**src/rtl/pic_pkg.sv**
```systemverilog
package pic_pkg;

    localparam int PIC_LEVELS  = 8;
    localparam int PIC_DATA_W  = 8;
    localparam int PIC_SEL_W   = 2;

    // Register-port select codes
    localparam logic [PIC_SEL_W-1:0] SEL_EOI_IRR  = 2'd0;  // write: EOI command, read: IRR
    localparam logic [PIC_SEL_W-1:0] SEL_MODE_ISR = 2'd1;  // write: mode,        read: ISR
    localparam logic [PIC_SEL_W-1:0] SEL_MASK     = 2'd2;  // write/read: IMR
    localparam logic [PIC_SEL_W-1:0] SEL_BASE_CFG = 2'd3;  // write: base,        read: config

    // Acknowledge handshake phases
    typedef enum logic [1:0] {
        ACK_IDLE   = 2'd0,
        ACK_FIRST  = 2'd1,
        ACK_GAP    = 2'd2,
        ACK_SECOND = 2'd3
    } ack_phase_t;

    // Decoded end-of-interrupt request
    typedef struct packed {
        logic       nonspec;
        logic       spec;
        logic [2:0] level;
    } eoi_cmd_t;

endpackage

```
**src/rtl/pic_req_latch.sv**
```systemverilog
module pic_req_latch #(
    parameter int N = 8
) (
    input  logic         clk,
    input  logic         rst,
    input  logic [N-1:0] irq,
    input  logic [N-1:0] take,
    output logic [N-1:0] irr
);

    logic [N-1:0] irr_q;

    always_ff @(posedge clk) begin
        if (rst) irr_q <= '0;
        else     irr_q <= (irr_q | irq) & ~take;
    end

    assign irr = irr_q;

    // Pending bits only drop through a take
    p_irr_sticky_r1: assert property (@(posedge clk) disable iff (rst)
        (take == '0) |=> ((irr_q & $past(irr_q)) == $past(irr_q)));

endmodule

```
**src/rtl/pic_resolver.sv**
```systemverilog
module pic_resolver #(
    parameter int N  = 8,
    parameter int LW = $clog2(N)
) (
    input  logic [N-1:0]  irr,
    input  logic [N-1:0]  imr,
    input  logic [N-1:0]  isr,
    output logic          hit,
    output logic [LW-1:0] level,
    output logic [N-1:0]  grant
);

    logic [N-1:0] live;
    assign live = irr & ~imr;

    always_comb begin
        logic allow;
        allow = 1'b1;
        hit   = 1'b0;
        level = '0;
        for (int i = 0; i < N; i++) begin
            if (isr[i]) allow = 1'b0;
            if (allow && live[i] && !hit) begin
                hit   = 1'b1;
                level = LW'(i);
            end
        end
    end

    for (genvar g = 0; g < N; g++) begin : g_grant
        assign grant[g] = hit && (level == LW'(g));
    end

endmodule

```
**src/rtl/pic_in_service.sv**
```systemverilog
module pic_in_service #(
    parameter int N  = 8,
    parameter int LW = $clog2(N)
) (
    input  logic          clk,
    input  logic          rst,
    input  logic [N-1:0]  set_vec,
    input  logic          eoi_ns,
    input  logic          eoi_sp,
    input  logic [LW-1:0] eoi_level,
    input  logic          auto_clr,
    input  logic [LW-1:0] auto_level,
    output logic [N-1:0]  isr
);

    logic [N-1:0] isr_q;
    logic [N-1:0] top_bit;
    logic [N-1:0] clr_vec;

    // Highest-priority (lowest index) set bit
    always_comb begin
        logic seen;
        seen    = 1'b0;
        top_bit = '0;
        for (int i = 0; i < N; i++) begin
            if (isr_q[i] && !seen) begin
                top_bit[i] = 1'b1;
                seen       = 1'b1;
            end
        end
    end

    for (genvar g = 0; g < N; g++) begin : g_clr
        assign clr_vec[g] = (eoi_ns && top_bit[g])
                          || (eoi_sp && (eoi_level == LW'(g)))
                          || (auto_clr && (auto_level == LW'(g)));
    end

    always_ff @(posedge clk) begin
        if (rst) isr_q <= '0;
        else     isr_q <= (isr_q | set_vec) & ~clr_vec;
    end

    assign isr = isr_q;

    // At most one level enters service per edge
    p_single_entry_r5: assert property (@(posedge clk) disable iff (rst)
        1'b1 |=> ($countones(isr_q & ~$past(isr_q)) <= 1));

    // Non-specific EOI removes the top bit
    p_ns_eoi_r9: assert property (@(posedge clk) disable iff (rst)
        (eoi_ns && !eoi_sp && !auto_clr && (set_vec == '0)) |=>
        ($countones(isr_q) == $countones($past(isr_q)) - (($past(isr_q) != '0) ? 1 : 0)));

endmodule

```
**src/rtl/pic_ack_seq.sv**
```systemverilog
module pic_ack_seq
    import pic_pkg::*;
#(
    parameter int LW = 3
) (
    input  logic          clk,
    input  logic          rst,
    input  logic          ack,
    input  logic          hit,
    input  logic [LW-1:0] level,
    output logic          take,
    output logic          finish,
    output logic          drive_vec,
    output logic          in_first,
    output logic          spur,
    output logic [LW-1:0] lvl_q
);

    ack_phase_t ph_q, ph_d;
    logic       spur_q;

    always_comb begin
        ph_d = ph_q;
        unique case (ph_q)
            ACK_IDLE:   if (ack)  ph_d = ACK_FIRST;
            ACK_FIRST:  if (!ack) ph_d = ACK_GAP;
            ACK_GAP:    if (ack)  ph_d = ACK_SECOND;
            ACK_SECOND: if (!ack) ph_d = ACK_IDLE;
            default:              ph_d = ACK_IDLE;
        endcase
    end

    assign take      = (ph_q == ACK_IDLE) && ack;
    assign finish    = (ph_q == ACK_SECOND) && !ack;
    assign drive_vec = ack && ((ph_q == ACK_GAP) || (ph_q == ACK_SECOND));
    assign in_first  = (ph_q == ACK_FIRST);

    always_ff @(posedge clk) begin
        if (rst) begin
            ph_q   <= ACK_IDLE;
            lvl_q  <= '0;
            spur_q <= 1'b0;
        end else begin
            ph_q <= ph_d;
            if (take) begin
                lvl_q  <= hit ? level : '1;
                spur_q <= !hit;
            end
        end
    end

    assign spur = spur_q;

    // Phase can only advance one step per edge
    p_phase_step_r6: assert property (@(posedge clk) disable iff (rst)
        (ph_q == ACK_GAP) |=> ((ph_q == ACK_GAP) || (ph_q == ACK_SECOND)));

    // A spurious take always carries the all-ones level
    p_spur_level_r13: assert property (@(posedge clk) disable iff (rst)
        (take && !hit) |=> (spur_q && (lvl_q == '1)));

endmodule

```
**src/rtl/pic_ctrl.sv**
```systemverilog
module pic_ctrl
    import pic_pkg::*;
#(
    parameter int N  = PIC_LEVELS,
    parameter int DW = PIC_DATA_W,
    parameter int SW = PIC_SEL_W
) (
    input  logic          clk,
    input  logic          rst,
    input  logic [N-1:0]  irq,
    output logic          int_req,
    input  logic          ack,
    input  logic          wr_en,
    input  logic          rd_en,
    input  logic [SW-1:0] reg_sel,
    input  logic [DW-1:0] din,
    output logic [DW-1:0] dout,
    output logic          dout_oe
);

    localparam int LW = $clog2(N);
    localparam int BW = DW - LW;

    logic [N-1:0]  imr_q;
    logic [BW-1:0] base_q;
    logic          aeoi_q;

    logic [N-1:0]  irr, isr, grant;
    logic          hit;
    logic [LW-1:0] level;
    logic          take, finish, drive_vec, in_first, spur;
    logic [LW-1:0] lvl_q;
    logic [N-1:0]  take_vec;
    eoi_cmd_t      eoi;

    // ---------------- register port writes ----------------
    always_ff @(posedge clk) begin
        if (rst) begin
            imr_q  <= '0;
            base_q <= '0;
            aeoi_q <= 1'b0;
        end else if (wr_en) begin
            unique case (reg_sel)
                SEL_MODE_ISR: aeoi_q <= din[0];
                SEL_MASK:     imr_q  <= din[N-1:0];
                SEL_BASE_CFG: base_q <= din[DW-1:LW];
                default:      ;
            endcase
        end
    end

    always_comb begin
        eoi.nonspec = wr_en && (reg_sel == SEL_EOI_IRR) && !din[LW];
        eoi.spec    = wr_en && (reg_sel == SEL_EOI_IRR) &&  din[LW];
        eoi.level   = din[LW-1:0];
    end

    assign take_vec = (take && hit) ? grant : '0;

    // ---------------- datapath ----------------
    pic_req_latch #(.N(N)) u_irr (
        .clk  (clk),
        .rst  (rst),
        .irq  (irq),
        .take (take_vec),
        .irr  (irr)
    );

    pic_resolver #(.N(N), .LW(LW)) u_pri (
        .irr   (irr),
        .imr   (imr_q),
        .isr   (isr),
        .hit   (hit),
        .level (level),
        .grant (grant)
    );

    pic_ack_seq #(.LW(LW)) u_ack (
        .clk       (clk),
        .rst       (rst),
        .ack       (ack),
        .hit       (hit),
        .level     (level),
        .take      (take),
        .finish    (finish),
        .drive_vec (drive_vec),
        .in_first  (in_first),
        .spur      (spur),
        .lvl_q     (lvl_q)
    );

    pic_in_service #(.N(N), .LW(LW)) u_isr (
        .clk        (clk),
        .rst        (rst),
        .set_vec    (take_vec),
        .eoi_ns     (eoi.nonspec),
        .eoi_sp     (eoi.spec),
        .eoi_level  (eoi.level),
        .auto_clr   (finish && aeoi_q && !spur),
        .auto_level (lvl_q),
        .isr        (isr)
    );

    // ---------------- outputs ----------------
    assign int_req = hit;
    assign dout_oe = drive_vec || rd_en;

    always_comb begin
        if (drive_vec) begin
            dout = {base_q, lvl_q};
        end else if (rd_en) begin
            unique case (reg_sel)
                SEL_EOI_IRR:  dout = DW'(irr);
                SEL_MODE_ISR: dout = DW'(isr);
                SEL_MASK:     dout = DW'(imr_q);
                default:      dout = {base_q, {(LW-1){1'b0}}, aeoi_q};
            endcase
        end else begin
            dout = '0;
        end
    end

    // ---------------- assertions ----------------
    p_grant_unmasked_r2: assert property (@(posedge clk) disable iff (rst)
        ((grant & imr_q) == '0));

    p_grant_onehot_r3: assert property (@(posedge clk) disable iff (rst)
        $onehot0(grant));

    p_first_quiet_r5: assert property (@(posedge clk) disable iff (rst)
        (in_first && !rd_en) |-> !dout_oe);

    p_take_moves_r5: assert property (@(posedge clk) disable iff (rst)
        (take && hit && !wr_en) |=> (isr[$past(level)] && !irr[$past(level)]));

    p_aeoi_clear_r7: assert property (@(posedge clk) disable iff (rst)
        (finish && aeoi_q && !spur) |=> !isr[$past(lvl_q)]);

    p_blocked_r8: assert property (@(posedge clk) disable iff (rst)
        (hit && isr[0]) |-> 1'b0);

endmodule

```
**config.mk**
```make
export PLATFORM = sky130hd
export DESIGN_NAME = pic_ctrl
export DESIGN_NICKNAME = d
export VERILOG_FILES = /design/src/rtl/pic_pkg.sv /design/src/rtl/pic_req_latch.sv /design/src/rtl/pic_resolver.sv /design/src/rtl/pic_in_service.sv /design/src/rtl/pic_ack_seq.sv /design/src/rtl/pic_ctrl.sv
export SDC_FILE = /design/constraint.sdc
export NUM_CORES = 1
export LEC_CHECK = 0
export BUFFER_PORTS_ARGS = -buffer_cell sky130_fd_sc_hd__buf_2
export CAP_MARGIN = 5
export CORE_MARGIN = 1.5
export CORE_UTILIZATION = 45
export CTS_BUF_LIST = sky130_fd_sc_hd__clkbuf_8
export DETAILED_ROUTE_END_ITERATION = 8
export GPL_TIMING_DRIVEN = 0
export PLACE_DENSITY = 0.72
export SYNTH_ARGS = -nofsm -noshare
export SYNTH_HDL_FRONTEND = slang
export SYNTH_SLANG_ARGS = --single-unit
```
**constraint.sdc**
```tcl
create_clock -name clk -period 2.6 [get_ports clk]
set_clock_uncertainty 0.05 [all_clocks]
set_input_delay 0.65 -clock clk [delete_from_list [all_inputs] [get_ports clk]]
set_output_delay 0.65 -clock clk [all_outputs]
set_load 0.02 [all_outputs]
```
After elaboration in Yosys (flattened, before gate mapping)
Index checks and enable logic that the tools add are counted.
Word-level totals
  register bits: 36
  bits of input ports: 23
  output and inout bits: 10
  word-level logic and storage cells: 202
Operators by class
  equality and inequality tests: 31
  muxes and demuxes: 47
  bitwise operators: 8
  reductions and logical operators: 108
Operator list (number)
  $logic_and A1 B1 Y1: 63
  $eq A3 B3 Y1 const B: 12
  $mux W1: 31
  $and A8 B8 Y8: 3
  $mux W8: 3
  $not A8 Y8: 3
  $pmux W8 S3: 1
  $eq A3 B2 Y1 const B: 6
  $logic_not A1 Y1: 18
  $logic_or A1 B1 Y1: 18
  $or A8 B8 Y8: 2
  $mux W3: 5
  $mux W2: 6
  $eq A3 B1 Y1 const B: 3
  $logic_not A3 Y1: 3
  $eq A2 B2 Y1 const B: 4
  $ne A2 B2 Y1 const B: 4
  $pmux W2 S4: 1
  $reduce_and A2 Y1: 3
  $eq A2 B1 Y1 const B: 2
  $logic_not A2 Y1: 2
  $reduce_and A4 Y1: 1

Logic depth before layout (Yosys ltp)
Gate-level depths: netlist of the first run.
  depth in word-level cells: 30
  depth in mapped cells: 7
  mapped depth without buffers: 6

Hierarchy
From an unflattened synthesis of the first run, not the netlist that was laid out.
Unflattened totals
  cells, all modules: 271
  area, all modules: 2304.7 µm²
By module, submodules not included
  pic_ctrl: instances 1, cells an instance 113, area each 905.9 µm², seq. area each 280.3 µm²
  pic_in_service: instances 1, cells an instance 53, area each 485.5 µm², seq. area each 160.2 µm²
  pic_ack_seq: instances 1, cells an instance 37, area each 339.1 µm², seq. area each 120.1 µm²
  pic_req_latch: instances 1, cells an instance 25, area each 287.8 µm², seq. area each 160.2 µm²
  pic_resolver: instances 1, cells an instance 43, area each 286.5 µm², seq. area each 0.0 µm²

Least setup slack after synthesis of the first run
Ideal clock, no wire load.
  path kind: input -> output
  start point: input reg_sel[0]
  end point: output dout[3]
  data arrival time: 1.841 ns
  required time: 1.900 ns
  slack: 0.059 ns
  stages: 4
  buffers on the path: 1
  cells stage by stage: clkbuf_1 -> a21oi_1 -> mux2i_1 -> nor2_1
Between the ends
  cells in the longest elaborated chain, start to end: 4
  elaborated cells between the ends (all ways): 6
  classes of those cells: eq/ne: 2; mux: 3; reduce/logical: 1
RTL lines
  from (decl): line pic_ctrl.sv:15  | input logic [SW-1:0] reg_sel,
  $eq A2 B2 Y1 (tied with other cells): line pic_ctrl.sv:112  | unique case (reg_sel)
  $pmux W8 S3 *: line pic_ctrl.sv:112
  $mux W8 *: line pic_ctrl.sv:111  | end else if (rd_en) begin
  $mux W8 *: line pic_ctrl.sv:109  | if (drive_vec) begin
  to (decl): line pic_ctrl.sv:17  | output logic [DW-1:0] dout,
Every way passes the cells marked *; elsewhere a longest branch is shown, timed or not.

Worst setup path after layout of the first run
  start point: register u_isr.isr_q[3] (netlist: u_isr.isr[3])
  end point: output int_req
Between the ends
  cells in the longest elaborated chain, start to end: 16
  elaborated cells between the ends (all ways): 24
  classes of those cells: mux: 10; reduce/logical: 14
RTL lines
  from (decl): line pic_in_service.sv:16  | logic [N-1:0] isr_q;
  from (signal assigned): line pic_in_service.sv:41  | else isr_q <= (isr_q | set_vec) & ~clr_vec;
  $mux W1 *: line pic_resolver.sv:22  | if (isr[i]) allow = 1'b0;
  $logic_and A1 B1 Y1 (2 in series): line pic_resolver.sv:23  | if (allow && live[i] && !hit) begin
  $mux W1: line pic_resolver.sv:23
  $logic_not A1 Y1: line pic_resolver.sv:23
  $logic_and A1 B1 Y1: line pic_resolver.sv:23
  $mux W1: line pic_resolver.sv:23
  $logic_not A1 Y1: line pic_resolver.sv:23
  $logic_and A1 B1 Y1: line pic_resolver.sv:23
  $mux W1: line pic_resolver.sv:23
  $logic_not A1 Y1: line pic_resolver.sv:23
  $logic_and A1 B1 Y1: line pic_resolver.sv:23
  $mux W1: line pic_resolver.sv:23
  $logic_not A1 Y1: line pic_resolver.sv:23
  $logic_and A1 B1 Y1: line pic_resolver.sv:23
  $mux W1 *: line pic_resolver.sv:23
  to (decl): line pic_ctrl.sv:11  | output logic int_req,
Marked as above.

==> impl_metrics.env, run 1 <==
export IMPL_path_class="reg -> out"
export IMPL_cts_tree="done"
export IMPL_syn_area_um2=2150
export IMPL_end_kind="primary output"
export IMPL_seqCellArea_um2=724
export IMPL_synthDominantAreaCellType="dfxtp_1"
export IMPL_cts_sinks=36
export IMPL_dieArea_um2=5210
export IMPL_place_congestion=0.924
export IMPL_routedWlPerCell_um=17.1
export IMPL_initial_utilization=0.481
export IMPL_power_total_uw=1900
export IMPL_drv_cap=0
export IMPL_crit_arrival_ns=1.83
export IMPL_syn_nets=293
export IMPL_async_reset_ff_frac=0
export IMPL_ys_flop_type="dfxtp_1"
export IMPL_synth_warning_count=0
export IMPL_start_kind="register"
export IMPL_core_um2=4470
export IMPL_grt_overflow_total=0
export IMPL_cp_max_fo=9
export IMPL_ys_seq_area_frac=0.335
export IMPL_whs_ns=0.432
export IMPL_grt_max_degree=13
export IMPL_dp_final_hpwl_mm=4.51
export IMPL_multiInputGateArea_um2=1430
export IMPL_setup_violations_final=0
export IMPL_fin_crit_ns=2.53
export IMPL_placed_area_um2=2380
export IMPL_cp_data_required_time_ns=1.90
export IMPL_n_fill_cell=428
export IMPL_clockBufferDepth=2
export IMPL_synth_most_common_cell="dfxtp_1"
export IMPL_synth_cell_types=50
export IMPL_routed_wl_mm=6.16
export IMPL_drtIter0Drc=304
export IMPL_fp_dieW_um=72.2
export IMPL_finalSetupTns_ns=0
export IMPL_hp_class="reg -> reg"
export IMPL_numPortBuffers=32
export IMPL_power_leakage_uw=0.00107
export IMPL_synth_top_cell_area_share=0.335
export IMPL_die_h_um=72.2
export IMPL_power_density_nw_per_um2=725
export IMPL_status="complete, no violations"
export IMPL_num_antenna_cells=0
export IMPL_fmax_mhz=396
export IMPL_cts_hold_buffers=0
export IMPL_syn_to_final_growth_pct=21.6
export IMPL_root_buffer="clkbuf_8"
export IMPL_antenna_found_initial=0
export IMPL_vias=2203
export IMPL_synth_edf_count=0
export IMPL_firstDrtPassIters=5
export IMPL_antenna_left=0
export IMPL_syn_avg_cell_area_um2=8.12
export IMPL_row_count=24
export IMPL_synth_top_cells_by_count="dfxtp_1, nor2_1, nand2_1, mux2i_1, nor3_1"
export IMPL_clkTransAtPathRegs_ns=0.07
export IMPL_worstSkewPairLatency_ns=0.29
export IMPL_nets=336
export IMPL_slew_violations=0
export IMPL_slew_headroom=0.621
export IMPL_grt_pass1_wl_mm=9.85
export IMPL_final_cell_area_um2=2620
export IMPL_drive_above_1_share=0.217
export IMPL_grt_total_usage=0.246
export IMPL_numCtsBuffers=5
export IMPL_tightestPinTransition_ns=0.568
export IMPL_hold_viol=0
export IMPL_drc=0
export IMPL_synthTopCellsByArea="dfxtp_1, mux2i_1, nor2_1"
export IMPL_viasPerCell=6.10
export IMPL_synth_seq_cells=36
export IMPL_h_tree_depth=2
export IMPL_grt_pass1_vias=1985
export IMPL_synthCells=265
export IMPL_timing_final_crit_share=0.972
export IMPL_io_pins=33
export IMPL_ir_worst_vdd_mv=0.462
-- stage by stage --
stage          instances  worst slack [ns]   util
2_1_floorplan        265            0.0590      -
3_3_place_gp         349            -0.362  0.531
3_5_place_dp         349            -0.381  0.531
4_1_cts              360            0.0161  0.573
5_1_grt              361          -0.00339  0.585
6_report             361            0.0730  0.585
-- per-layer routing --
| metal | up-vias | track usage | routed length [µm] |
|---|---|---|---|
| li1 | 1066 | - | - |
| met1 | 1043 | 0.334 | 2780 |
| met2 | 88 | 0.397 | 2920 |
| met3 | 6 | 0.0583 | 413 |
| met4 | 0 | 0.0629 | 42 |
| met5 | - | 0 | 0 |
-- registers in the layout, indices dropped and copies added, names as in the netlist --
register and flops:
u_ack.ph_q 2, imr_q 8, u_irr.irr 8, u_ack.spur 1, aeoi_q 1, u_isr.isr 8
u_ack.lvl_q 3, base_q 5
-- power breakdown --
part | total [µW] | leakage, µW | internal (µW) | switching [µW]
registers | 704 | 0.000295 | 619 | 85.4
logic | 693 | 0.000722 | 306 | 388
clock network | 500 | 0.0000541 | 284 | 216
-- path summary, 6_finish.rpt --
kind | from | endpoint | slack, ns | cells past startpoint
max | u_isr.isr[3]$_SDFF_PP0_ | int_req | 0.07 | 4
min | u_ack.spur$_SDFFE_PP0P_ | u_ack.spur$_SDFFE_PP0P_ | 0.43 | 2
max reg2reg | u_isr.isr[3]$_SDFF_PP0_ | u_isr.isr[6]$_SDFF_PP0_ | 0.20 | 5
min reg2reg | u_ack.spur$_SDFFE_PP0P_ | u_ack.spur$_SDFFE_PP0P_ | 0.43 | 2
-- placed cells by master (no fill, tap or decap), types with 4 or more instances in the layout --
cell type and instances:
clkbuf_8 5, nand3_1 10, buf_4 6, nor3_1 16
nor2_1 31, nand2b_1 8, o21a_1 4, mux2i_1 20
a31oi_1 4, a21oi_1 14, buf_2 31, o21ai_0 13
nor3b_1 5, dfxtp_1 35, nor2b_1 5, nand2_1 27
o21ai_1 4
-- worst max-delay path: stages, from the launching register on --
cell     delay, ns
dfxtp_1       0.41
or4b_4        0.58
a31oi_4       0.19
a311o_1       0.22
buf_6         0.14
-- cell families after synthesis --
logic type                 Yosys count  synth area share
AOI/OAI and AO/OA                   65             0.202
DFF                                 36             0.335
muxes                               21             0.103
buffers and inverters               15            0.0302
and+or+nand+nor                    123             0.300
adders and majority gates            5            0.0291
-- area by class of cell --
cell class	instances	area share
multi-input cells	214	0.545
flip-flops and latches	36	0.277
repair buffers	38	0.0866
clock buffers	5	0.0263
well taps	52	0.0249
plain buffers	9	0.0172
clock inverters	3	0.0163
inverters	4	0.00670
-- what timing repair did --
| item | in CTS | in global routing |
|---|---|---|
| setup endpoints to repair | 9 | 8 |
| setup buffers | 4 | 2 |
| pin swaps | 2 | 3 |
| gates resized for setup | 10 | 14 |
Power figures use the tool's default switching activity.
==> inputs of run 2 (changes only) <==
--- a/config.mk
+++ b/config.mk
@@ -13,6 +13,7 @@
 export DETAILED_ROUTE_END_ITERATION = 8
 export GPL_TIMING_DRIVEN = 0
 export PLACE_DENSITY = 0.72
+export REMOVE_ABC_BUFFERS = 1
 export SYNTH_ARGS = -nofsm -noshare
 export SYNTH_HDL_FRONTEND = slang
 export SYNTH_SLANG_ARGS = --single-unit
==> run 2 against run 1 <==
  * Final cell count is 1.9% lower
  * Largest power group unchanged
  * Combinational power is 4.2% lower
  * Wire length fell by 1.9%
  * Global-route usage fell by 0.34 points
  * Fmax decreased by 0.28%
  * Via count increased by 0.95%
  * Sequential cell count is the same
  * Register-to-register slack improved by 0.12 ns
  * Largest cell class unchanged
  * First-iteration DRC count increased by 6.6%
==> impl_metrics.env, run 2 (synthesized netlist as in run 1, its figures left out) <==
export IMPL_status="complete, no violations"
export IMPL_viasPerCell=6.28
export IMPL_cts_hold_buffers=0
export IMPL_hold_depth=2
export IMPL_grt_total_usage=0.243
export IMPL_firstDrtPassIters=5
export IMPL_grt_pass1_wl_mm=9.83
export IMPL_io_pins=33
export IMPL_power_total_uw=1790
export IMPL_fp_dieW_um=72.2
export IMPL_row_count=24
export IMPL_worstSkewPairLatency_ns=0.29
export IMPL_numCtsBuffers=5
export IMPL_dieArea_um2=5210
export IMPL_clkTransAtPathRegs_ns=0.07
export IMPL_crit_start="u_ack.ph_q[0]$_SDFFE_PP0P_"
export IMPL_r2r_end="u_irr.irr[7]$_SDFF_PP0_"
export IMPL_crit_chain="inv_4 > ha_4 > o21a_4 > a21oi_4 > buf_12 > mux2i_1 > nor2_1 > buf_2"
export IMPL_final_core_util=0.575
export IMPL_setup_violations_final=0
export IMPL_placed_area_um2=2330
export IMPL_ir_worst_vdd_mv=0.454
export IMPL_power_leakage_uw=0.00105
export IMPL_drv_cap=0
export IMPL_final_cell_mix="dfxtp_1, nor2_1, buf_2"
export IMPL_min_to="imr_q[7]$_SDFFE_PP0P_"
export IMPL_routed_wl_mm=6.05
export IMPL_fin_crit_ns=2.53
export IMPL_grt_overflow_total=0
export IMPL_antenna_found_initial=0
export IMPL_start_kind="register"
export IMPL_place_congestion=0.937
export IMPL_cp_max_fo=7
export IMPL_power_density_nw_per_um2=695
export IMPL_vias=2224
export IMPL_slew_violations=0
export IMPL_path_delay_family="compound AO/OA/AOI/OAI gates"
export IMPL_cts_sinks=36
export IMPL_end_kind="primary output"
export IMPL_cp_data_required_time_ns=1.90
export IMPL_crit_arrival_ns=1.83
export IMPL_path_class="reg -> out"
export IMPL_worst_path_buf_inv=3
export IMPL_numPortBuffers=32
export IMPL_num_antenna_cells=0
export IMPL_drive_above_1_share=0.228
export IMPL_syn_to_final_growth_pct=19.5
export IMPL_grt_max_degree=30
export IMPL_tightestPinTransition_ns=0.596
export IMPL_timing_final_crit_share=0.975
export IMPL_cts_tree="done"
export IMPL_critPathMaxStageDelay_ns=0.37
export IMPL_core_um2=4470
export IMPL_grt_pass1_vias=1984
export IMPL_hold_viol=0
export IMPL_hp_start="imr_q[7]$_SDFFE_PP0P_"
export IMPL_dp_final_hpwl_mm=4.15
export IMPL_clockBufferDepth=2
export IMPL_antenna_left=0
export IMPL_layout_commonest_cell="dfxtp_1"
export IMPL_fmax_mhz=395
export IMPL_root_buffer="clkbuf_8"
export IMPL_drc=0
export IMPL_r2r_start="u_isr.isr[0]$_SDFF_PP0_"
export IMPL_final_cell_area_um2=2570
export IMPL_reg2regPathDepth=5
export IMPL_drtIter0Drc=324
export IMPL_hp_class="reg -> reg"
export IMPL_rrSetupSlack_ns=0.32
export IMPL_slew_headroom=0.603
export IMPL_die_h_um=72.2
export IMPL_nets=329
export IMPL_routedWlPerCell_um=17.1
export IMPL_slowest_stage="dfxtp_4"
export IMPL_initial_utilization=0.481
export IMPL_h_tree_depth=2
-- run 2: cell types whose count changed in the layout (fill, tap and decap cells not counted), moves of 2 or more --
cell      previous run  this run
dfxtp_2              0         2
buf_6                2         0
clkbuf_2             2         0
clkbuf_1             2         0
inv_1                3         5
buf_4                6         8
mux2i_1             20        18
dfxtp_1             35        33
buf_1                3         0
mux2i_2              0         2
-- run 2: worst max-delay path by stage --
stage / to / slack (ns) / cells past startpoint
CTS: dout[0] / 0.004 / 5
finish: dout[3] / 0.07 / 8
detailed placement: dout[2] / -0.23 / 6
global placement: dout[2] / -0.25 / 6
global route: dout[6] / -0.007 / 8
floorplan: dout[3] / 0.11 / 6
-- run 2: per-layer routing --
layer | track usage | vias to the layer above | wire (µm)
met4 | 0.103 | 0 | 121
met1 | 0.341 | 1028 | 2680
li1 | - | 1062 | -
met3 | 0.0458 | 15 | 535
met5 | 0 | - | 0
met2 | 0.366 | 119 | 2710
-- run 2: what timing repair did --
action / 4_1_cts / 5_1_grt
setup buffers: 1 / 7
pin swaps: 0 / 3
endpoints found under the setup margin: 9 / 9
gates resized for setup: 12 / 12
-- run 2: where the power goes --
group	internal, µW	leakage [µW]	switching [µW]
Combinational	284	0.000704	380
Sequential	621	0.000296	91.5
Clock	208	0.0000538	203
Total	1110	0.00105	674
-- run 2: final cells by class --
type	count	area (µm²)
inverters	4	17.5
repair buffers	40	238
fillers	402	1900
clock inverters	2	7.51
clock buffers	6	82.6
well taps	52	65.1
flip-flops and latches	36	727
multi-input cells	214	1440
-- run 2: worst min-delay path, stage by stage, from the launching register on --
cell	delay [ns]
dfxtp_1	0.33
nand2_1	0.06
a21oi_1	0.05
-- run 2: stage by stage --
step / worst slack, ns / setup TNS [ns] / cells / hold WS (ns)
2_1_floorplan: 0.110 / 0 / 254 / 0.388
3_5_place_dp: -0.232 / -1.46 / 338 / 0.426
6_report: 0.0658 / 0 / 354 / 0.436
5_1_grt: -0.00738 / -0.0116 / 354 / 0.449
3_3_place_gp: -0.246 / -1.42 / 338 / 0.414
4_1_cts: 0.00384 / 0 / 347 / 0.438
